--- src/rtl/jtg_pkg.sv ---
package jtg_pkg;

  localparam int unsigned SwCheckCause = 18;
  localparam int unsigned TargetTval   = 2;

  // Per-instruction classification from datapath to control
  typedef struct packed {
    logic isTracked;
    logic isMarker;
    logic misaligned;
    logic labelBad;
  } decodeInfo_t;

  // Strobes from control to datapath
  typedef struct packed {
    logic raise;
  } ctrlStrobe_t;

endpackage

--- src/rtl/jtg_dpath.sv ---
module jtg_dpath
  import jtg_pkg::*;
#(
  parameter int unsigned XLEN      = 32,
  parameter int unsigned REG_W     = 5,
  parameter int unsigned LABEL_W   = 20,
  parameter int unsigned RET_REG_A = 1,
  parameter int unsigned RET_REG_B = 5,
  parameter int unsigned GUARD_REG = 7
) (
  input  logic               clk,
  input  logic               rst,
  input  logic               retIsJalr,
  input  logic               retIsAuipc,
  input  logic [REG_W-1:0]   retRd,
  input  logic [REG_W-1:0]   retRs1,
  input  logic [LABEL_W-1:0] retImm,
  input  logic [1:0]         retPcLo,
  input  logic [LABEL_W-1:0] regX7Hi,
  input  ctrlStrobe_t        strobe,
  output decodeInfo_t        info,
  output logic               excReq,
  output logic [XLEN-1:0]    excCause,
  output logic [XLEN-1:0]    excTval
);

  localparam logic [REG_W-1:0] RegA  = REG_W'(RET_REG_A);
  localparam logic [REG_W-1:0] RegB  = REG_W'(RET_REG_B);
  localparam logic [REG_W-1:0] RegG  = REG_W'(GUARD_REG);
  localparam logic [XLEN-1:0]  CauseVal = XLEN'(SwCheckCause);
  localparam logic [XLEN-1:0]  TvalVal  = XLEN'(TargetTval);

  logic exemptSrc;

  always_comb begin
    exemptSrc       = (retRs1 == RegA) || (retRs1 == RegB) || (retRs1 == RegG);
    info.isTracked  = retIsJalr && !exemptSrc;
    info.isMarker   = retIsAuipc && (retRd == '0);
    info.misaligned = (retPcLo != 2'b00);
    info.labelBad   = (retImm != '0) && (retImm != regX7Hi);
  end

  always_ff @(posedge clk) begin
    if (rst) begin
      excReq   <= 1'b0;
      excCause <= '0;
      excTval  <= '0;
    end else begin
      excReq   <= strobe.raise;
      excCause <= strobe.raise ? CauseVal : '0;
      excTval  <= strobe.raise ? TvalVal : '0;
    end
  end

  a_r8_codes_when_req: assert property (@(posedge clk) disable iff (rst)
    excReq |-> (excCause == CauseVal) && (excTval == TvalVal));

  a_r8_zero_when_idle: assert property (@(posedge clk) disable iff (rst)
    !excReq |-> (excCause == '0) && (excTval == '0));

endmodule

--- src/rtl/jtg_ctrl.sv ---
module jtg_ctrl
  import jtg_pkg::*;
(
  input  logic        clk,
  input  logic        rst,
  input  logic        enable,
  input  logic        retValid,
  input  logic        trapTaken,
  input  decodeInfo_t info,
  output ctrlStrobe_t strobe,
  output logic        expectFlag
);

  logic checkNow;
  logic armNow;
  logic badTarget;

  always_comb begin
    checkNow     = enable && retValid && expectFlag && !trapTaken;
    armNow       = enable && retValid && !trapTaken && info.isTracked;
    badTarget    = !info.isMarker || info.misaligned || info.labelBad;
    strobe.raise = checkNow && badTarget;
  end

  always_ff @(posedge clk) begin
    if (rst)            expectFlag <= 1'b0;
    else if (trapTaken) expectFlag <= 1'b0;
    else if (retValid)  expectFlag <= armNow;
  end

  a_r12_trap_clears: assert property (@(posedge clk) disable iff (rst)
    trapTaken |=> !expectFlag);

  a_r9_no_arm_disabled: assert property (@(posedge clk) disable iff (rst)
    (retValid && !enable) |=> !expectFlag);

  a_r11_bubble_holds: assert property (@(posedge clk) disable iff (rst)
    (!retValid && !trapTaken) |=> $stable(expectFlag));

endmodule

--- src/rtl/jmp_target_guard.sv ---
module jmp_target_guard
  import jtg_pkg::*;
#(
  parameter int unsigned XLEN    = 32,
  parameter int unsigned REG_W   = 5,
  parameter int unsigned LABEL_W = 20
) (
  input  logic               clk,
  input  logic               rst,
  input  logic               enable,
  input  logic               retValid,
  input  logic               retIsJalr,
  input  logic               retIsAuipc,
  input  logic [REG_W-1:0]   retRd,
  input  logic [REG_W-1:0]   retRs1,
  input  logic [LABEL_W-1:0] retImm,
  input  logic [1:0]         retPcLo,
  input  logic [LABEL_W-1:0] regX7Hi,
  input  logic               trapTaken,
  output logic               excReq,
  output logic [XLEN-1:0]    excCause,
  output logic [XLEN-1:0]    excTval
);

  decodeInfo_t info;
  ctrlStrobe_t strobe;
  logic        expectFlag;

  jtg_dpath #(
    .XLEN(XLEN), .REG_W(REG_W), .LABEL_W(LABEL_W)
  ) uDpath (
    .clk(clk), .rst(rst),
    .retIsJalr(retIsJalr), .retIsAuipc(retIsAuipc),
    .retRd(retRd), .retRs1(retRs1), .retImm(retImm),
    .retPcLo(retPcLo), .regX7Hi(regX7Hi),
    .strobe(strobe), .info(info),
    .excReq(excReq), .excCause(excCause), .excTval(excTval)
  );

  jtg_ctrl uCtrl (
    .clk(clk), .rst(rst), .enable(enable),
    .retValid(retValid), .trapTaken(trapTaken),
    .info(info), .strobe(strobe), .expectFlag(expectFlag)
  );

  a_r10_unarmed_quiet: assert property (@(posedge clk) disable iff (rst)
    !expectFlag |=> !excReq);

  a_r9_disabled_quiet: assert property (@(posedge clk) disable iff (rst)
    !enable |=> !excReq);

endmodule

--- config.mk ---
export PLATFORM = sky130hd
export DESIGN_NAME = jmp_target_guard
export DESIGN_NICKNAME = d
export VERILOG_FILES = /design/src/rtl/jtg_pkg.sv /design/src/rtl/jtg_dpath.sv /design/src/rtl/jtg_ctrl.sv /design/src/rtl/jmp_target_guard.sv
export SDC_FILE = /design/constraint.sdc
export NUM_CORES = 1
export LEC_CHECK = 0
export CORE_MARGIN = 2
export CORE_UTILIZATION = 26
export DETAILED_ROUTE_END_ITERATION = 7
export PLACE_DENSITY_LB_ADDON = 0.2
export SLEW_MARGIN = 15
export SYNTH_ARGS = -nofsm -noshare
export SYNTH_HDL_FRONTEND = slang
export SYNTH_SLANG_ARGS = --single-unit
--- constraint.sdc ---
create_clock -name clk -period 2.5 [get_ports clk]
set_clock_uncertainty 0.2 [all_clocks]
set_input_delay 0.625 -clock clk [delete_from_list [all_inputs] [get_ports clk]]
set_output_delay 0.625 -clock clk [all_outputs]
set_load 0.05 [all_outputs]
# == Word-level counts from Yosys, hierarchy flattened ==
# Index checks and enable logic that the tools add are counted.
# W data, S select, Z words.
# totals
ff_bits,66
in_bits,59
# classes
eq_ne,4
n_mux,2
n_reduce_logical,20
# ops
operator,n
$ne A20 B20 Y1,1
$reduce_bool A20 Y1,1
$eq A5 B3 Y1 const B,2
$logic_and A1 B1 Y1,9
$eq A5 B1 Y1 const B,1
$logic_not A5 Y1,1
$mux W5,1
$logic_or A1 B1 Y1,4
$logic_not A1 Y1,3
$mux W2,1
$reduce_bool A2 Y1,1
$reduce_or A2 Y1,1

# == Longest topological paths before layout ==
# logic_depth
depth_word,7
ltp_mapped,4

# == By module ==
# A second synthesis with hierarchy kept.
# hier_totals
hier_cells,116
hier_area_um2,879.6
# by_module_without_submodules
mod,n_inst,cells_per_inst,area_per_inst_um2,seq_area_each_um2
jtg_dpath,1,109,818.3,20.0
jtg_ctrl,1,7,61.3,20.0

# == Worst setup path before layout ==
# OpenSTA, ideal clock, no wires.
# synth_path
path_kind,flip-flop to output port
start,register uDpath.excCause[1]
end,output excCause[1]
t_arrival_ps,934
path_slack_ps,741
path_stages_with_launch,2
path_buffers,1
cell_sequence,dfxtp_1 -> buf_4
# synth_rtl
item,line,text
from (decl),jtg_dpath.sv:23,"output logic [XLEN-1:0] excCause,"
from (signal assigned),jtg_dpath.sv:50,excCause <= strobe.raise ? CauseVal : '0;
to (decl),jmp_target_guard.sv:21,"output logic [XLEN-1:0] excCause,"
# No word-level cell between the ends.

# == Worst setup path after layout ==
# layout_path
start,register uDpath.excCause[1]
end,output excCause[1]
# No word-level cell between the ends.

==> summary.md <==
| Metric | Value |
|---|---|
| Final setup fails | `0` |
| CTS Buf Count | `3` |
| First-pass detailed-route iteration total | `3` |
| Antenna cell count | `0` |
| First-pass GRT wire length | `2684 µm` |
| Max Cap Viol | `0` |
| Worst skew pair latency | `0.23 ns` |
| # nets final | `235` |
| Slew margin rel. | `0.6648` |
| Post-route setup slack | `0.2760 ns` |
| Die area | `roughly 3900 µm²` |
| Area contributors post-synth | `buf_4 55%, xnor2_1 16%, nor4_1 5.0%` |
| Fmax | `449.6 MHz` |
| Number of clock sinks | `2` |
| Worst setup EP type | `output port` |
| IO Pins | `124` |
| Bufs on Longest Clock Path | `2` |
| TNS Setup | `0 ns` |
| Clk network pwr share | `0.164` |
| Port Buffers | `62` |
| Placed instance count | `217` |
| Max incr delay on CP | `0.82 ns` |
| Startpoint Class | `flop` |
| Status | `finished clean` |
| CTS tree | `yes` |
| Library cells used by synthesis | `19` |
| Syn Area/Cell | `between 7 and 8 µm²` |
| Worst path cell trace | `clkdlybuf4s50_1` |
| Pint | `0.0001902 W` |
| WL/cell | `9.182 µm` |
| Fin. max-slew vios | `0` |
| Worst path bufs/invs | `1` |
| Hold buffer count at cts | `0` |
| Final Util | `0.4027` |
| Area grow syn2layout | `50.78%` |
| Vias per cell | `~3.5` |
| Peak VDD IR | `around 120 µV` |
| Final RePlAce weighted congestion | `0.6207` |
| Largest net degree at the start of global routing | `5` |
| Flop pwr share | `0.073` |
| Net Sw Power | `0.0002600 W` |
| Yosys Warn Count | `0` |
| Initial core utilization | `0.2670` |
| Post-synthesis cell area | `approximately 900 µm²` |
| Total area of sequential cells | `40.04 µm²` |
| Via total after detailed routing | `763` |
| Die Wd | `62.08 µm` |
| Clock transition at path regs | `0.03 ns` |
| Vias in the first global route | `670` |
| Crit path arrival time | `1.40 ns` |
| Post-Syn Instances | `113` |
| DP HPWL | `approximately 2000 µm` |
| Actual slew at the worst max-slew pin | `between 0.5 and 0.6 ns` |
| Chip Height | `62.08 µm` |
| Pre-CTS setup slack | `0.3937 ns` |
| DR DRC count | `0` |
| Total grt overflow | `0` |
| Final Hold Viols | `0` |
| Layout fillers | `353` |
| Total Routing Usage GR | `0.09641` |
| Req. time, crit path | `1.67 ns` |
| Crit. Startpoint | `uDpath.excCause[1]` |
| ANT nets after route | `0` |
| PwrDens | `about 340 nW/µm²` |
| Worst Min Path Start | `uCtrl.expectFlag` |
| Tot Pwr | `0.0004501 W` |
| Kind of critical path | `flop to output port` |
| Post-layout min period | `~2.2 ns` |
| CTS resizes | `0` |
| Worst hold path type | `flop to flop` |
| Non-Filler Instances | `220` |
| RSZ-0062 raised after global routing | `no` |
| Placeable Area | `3284 µm²` |
| Area leader, netlist | `buf_4` |
| Seq cells post-synth | `2` |
| Critical-path maximum fanout | `4` |
| Setup Buffers After CTS | `0` |
| Comb pwr share | `0.763` |
| Row cnt | `21` |
| Sw Share | `0.5775` |
| Share of layout cells above drive strength 1 | `0.02874` |
| Post-synth top area share | `0.5478` |
| Multi-input logic area | `581.8 µm²` |
| Leak | `0.5527 nW` |
| Final Cycle Share | `0.8896` |
| Critical R2R Launch | `uCtrl.expectFlag` |
| Final WL | `just over 2000 µm` |
| H-tree levels | `1` |
| Clk root buf | `clkbuf_4` |
| Top Family by Delay on Critical Path | `buffers and inverters` |
| DR iter-0 viols | `9` |
| Critical Path Slowest Stage Cell | `clkdlybuf4s50_1` |
| Antenna violations before repair | `0` |
| Sequential share of the synthesized area | `0.04565` |
[placed cells by master (no fill, tap or decap)]
master	count
a21oi_1	1
a31oi_1	1
and3_1	1
clkbuf_4	3
clkdlybuf4s50_1	62
conb_1	61
dfxtp_1	2
mux2i_1	1
nand2_1	1
nand2b_1	1
nand3_1	2
nand4_1	5
nor2_1	1
nor3_1	2
nor4_1	7
nor4_4	1
nor4b_2	1
o21ai_1	1
xnor2_1	16
xor2_1	4
[stage by stage]
step | cell area, µm² | hold WS (ns)
global placement | 1300 | 0.3217
detailed placement | 1300 | 0.3278
CTS | 1323 | 0.3351
global route | 1323 | 0.3698
floorplan | 1102 | 0.2938
finish | 1323 | 0.3275
[cells by family (layout without fill, tap and decap cells)]
group                     Yosys count  after routing  share of synthesized area
buffers and inverters              64             65                     0.5478
and+or+nand+nor                    22             22                     0.1726
xor gates and xnor gates           20             20                     0.1997
AOI/OAI and AO/OA                   3              3                    0.01854
DFF                                 2              2                    0.04565
other                               1             61                   0.004275
muxes                               1              1                    0.01141
[flip-flops by register name, indices dropped and copies added, names as in the netlist]
register          flops
uCtrl.expectFlag      1
uDpath.excCause       1
[routing by layer]
layer | share of wire | track usage
met5 | 0 | 0
met4 | 0.011 | 0.04559
met3 | 0.10 | 0.01863
met2 | 0.59 | 0.1994
met1 | 0.29 | 0.08631
[layout make-up]
type                    instances  area share
clock buffers                   3     0.01703
well taps                      46     0.04352
repair buffers                 62      0.4693
flip-flops and latches          2     0.03027
multi-input cells             107      0.4399
[path summary, 6_finish.rpt]
check,end,slack [ns],cells after the start
setup / recovery,excCause[1],0.28,1
hold / removal,uCtrl.expectFlag,0.33,2
setup reg to reg,uDpath.excCause[1],1.46,4
hold reg to reg,uCtrl.expectFlag,0.33,2
[synth_stat cells]
cell type	n
nor4b_2	1
nor2_1	1
buf_4	64
nand2_1	1
nand2b_1	1
conb_1	1
and3_1	1
nand3_1	2
xnor2_1	16
dfxtp_1	2
nor3_1	2
a21oi_1	1
mux2i_1	1
o21ai_1	1
a31oi_1	1
nand4_1	5
nor4_1	7
nor4_4	1
xor2_1	4
[power by group through the flow]
stage                     clock (W)  sequential, W  combinational [W]
after detailed placement          0      0.0000331           0.000343
after floorplan                   0      0.0000332           0.000309
final                     0.0000739      0.0000327           0.000344
after global routing      0.0000850      0.0000327           0.000364
after CTS                 0.0000793      0.0000327           0.000343
after global placement            0      0.0000331           0.000342
Note: power is estimated with default switching activity, not from simulation.
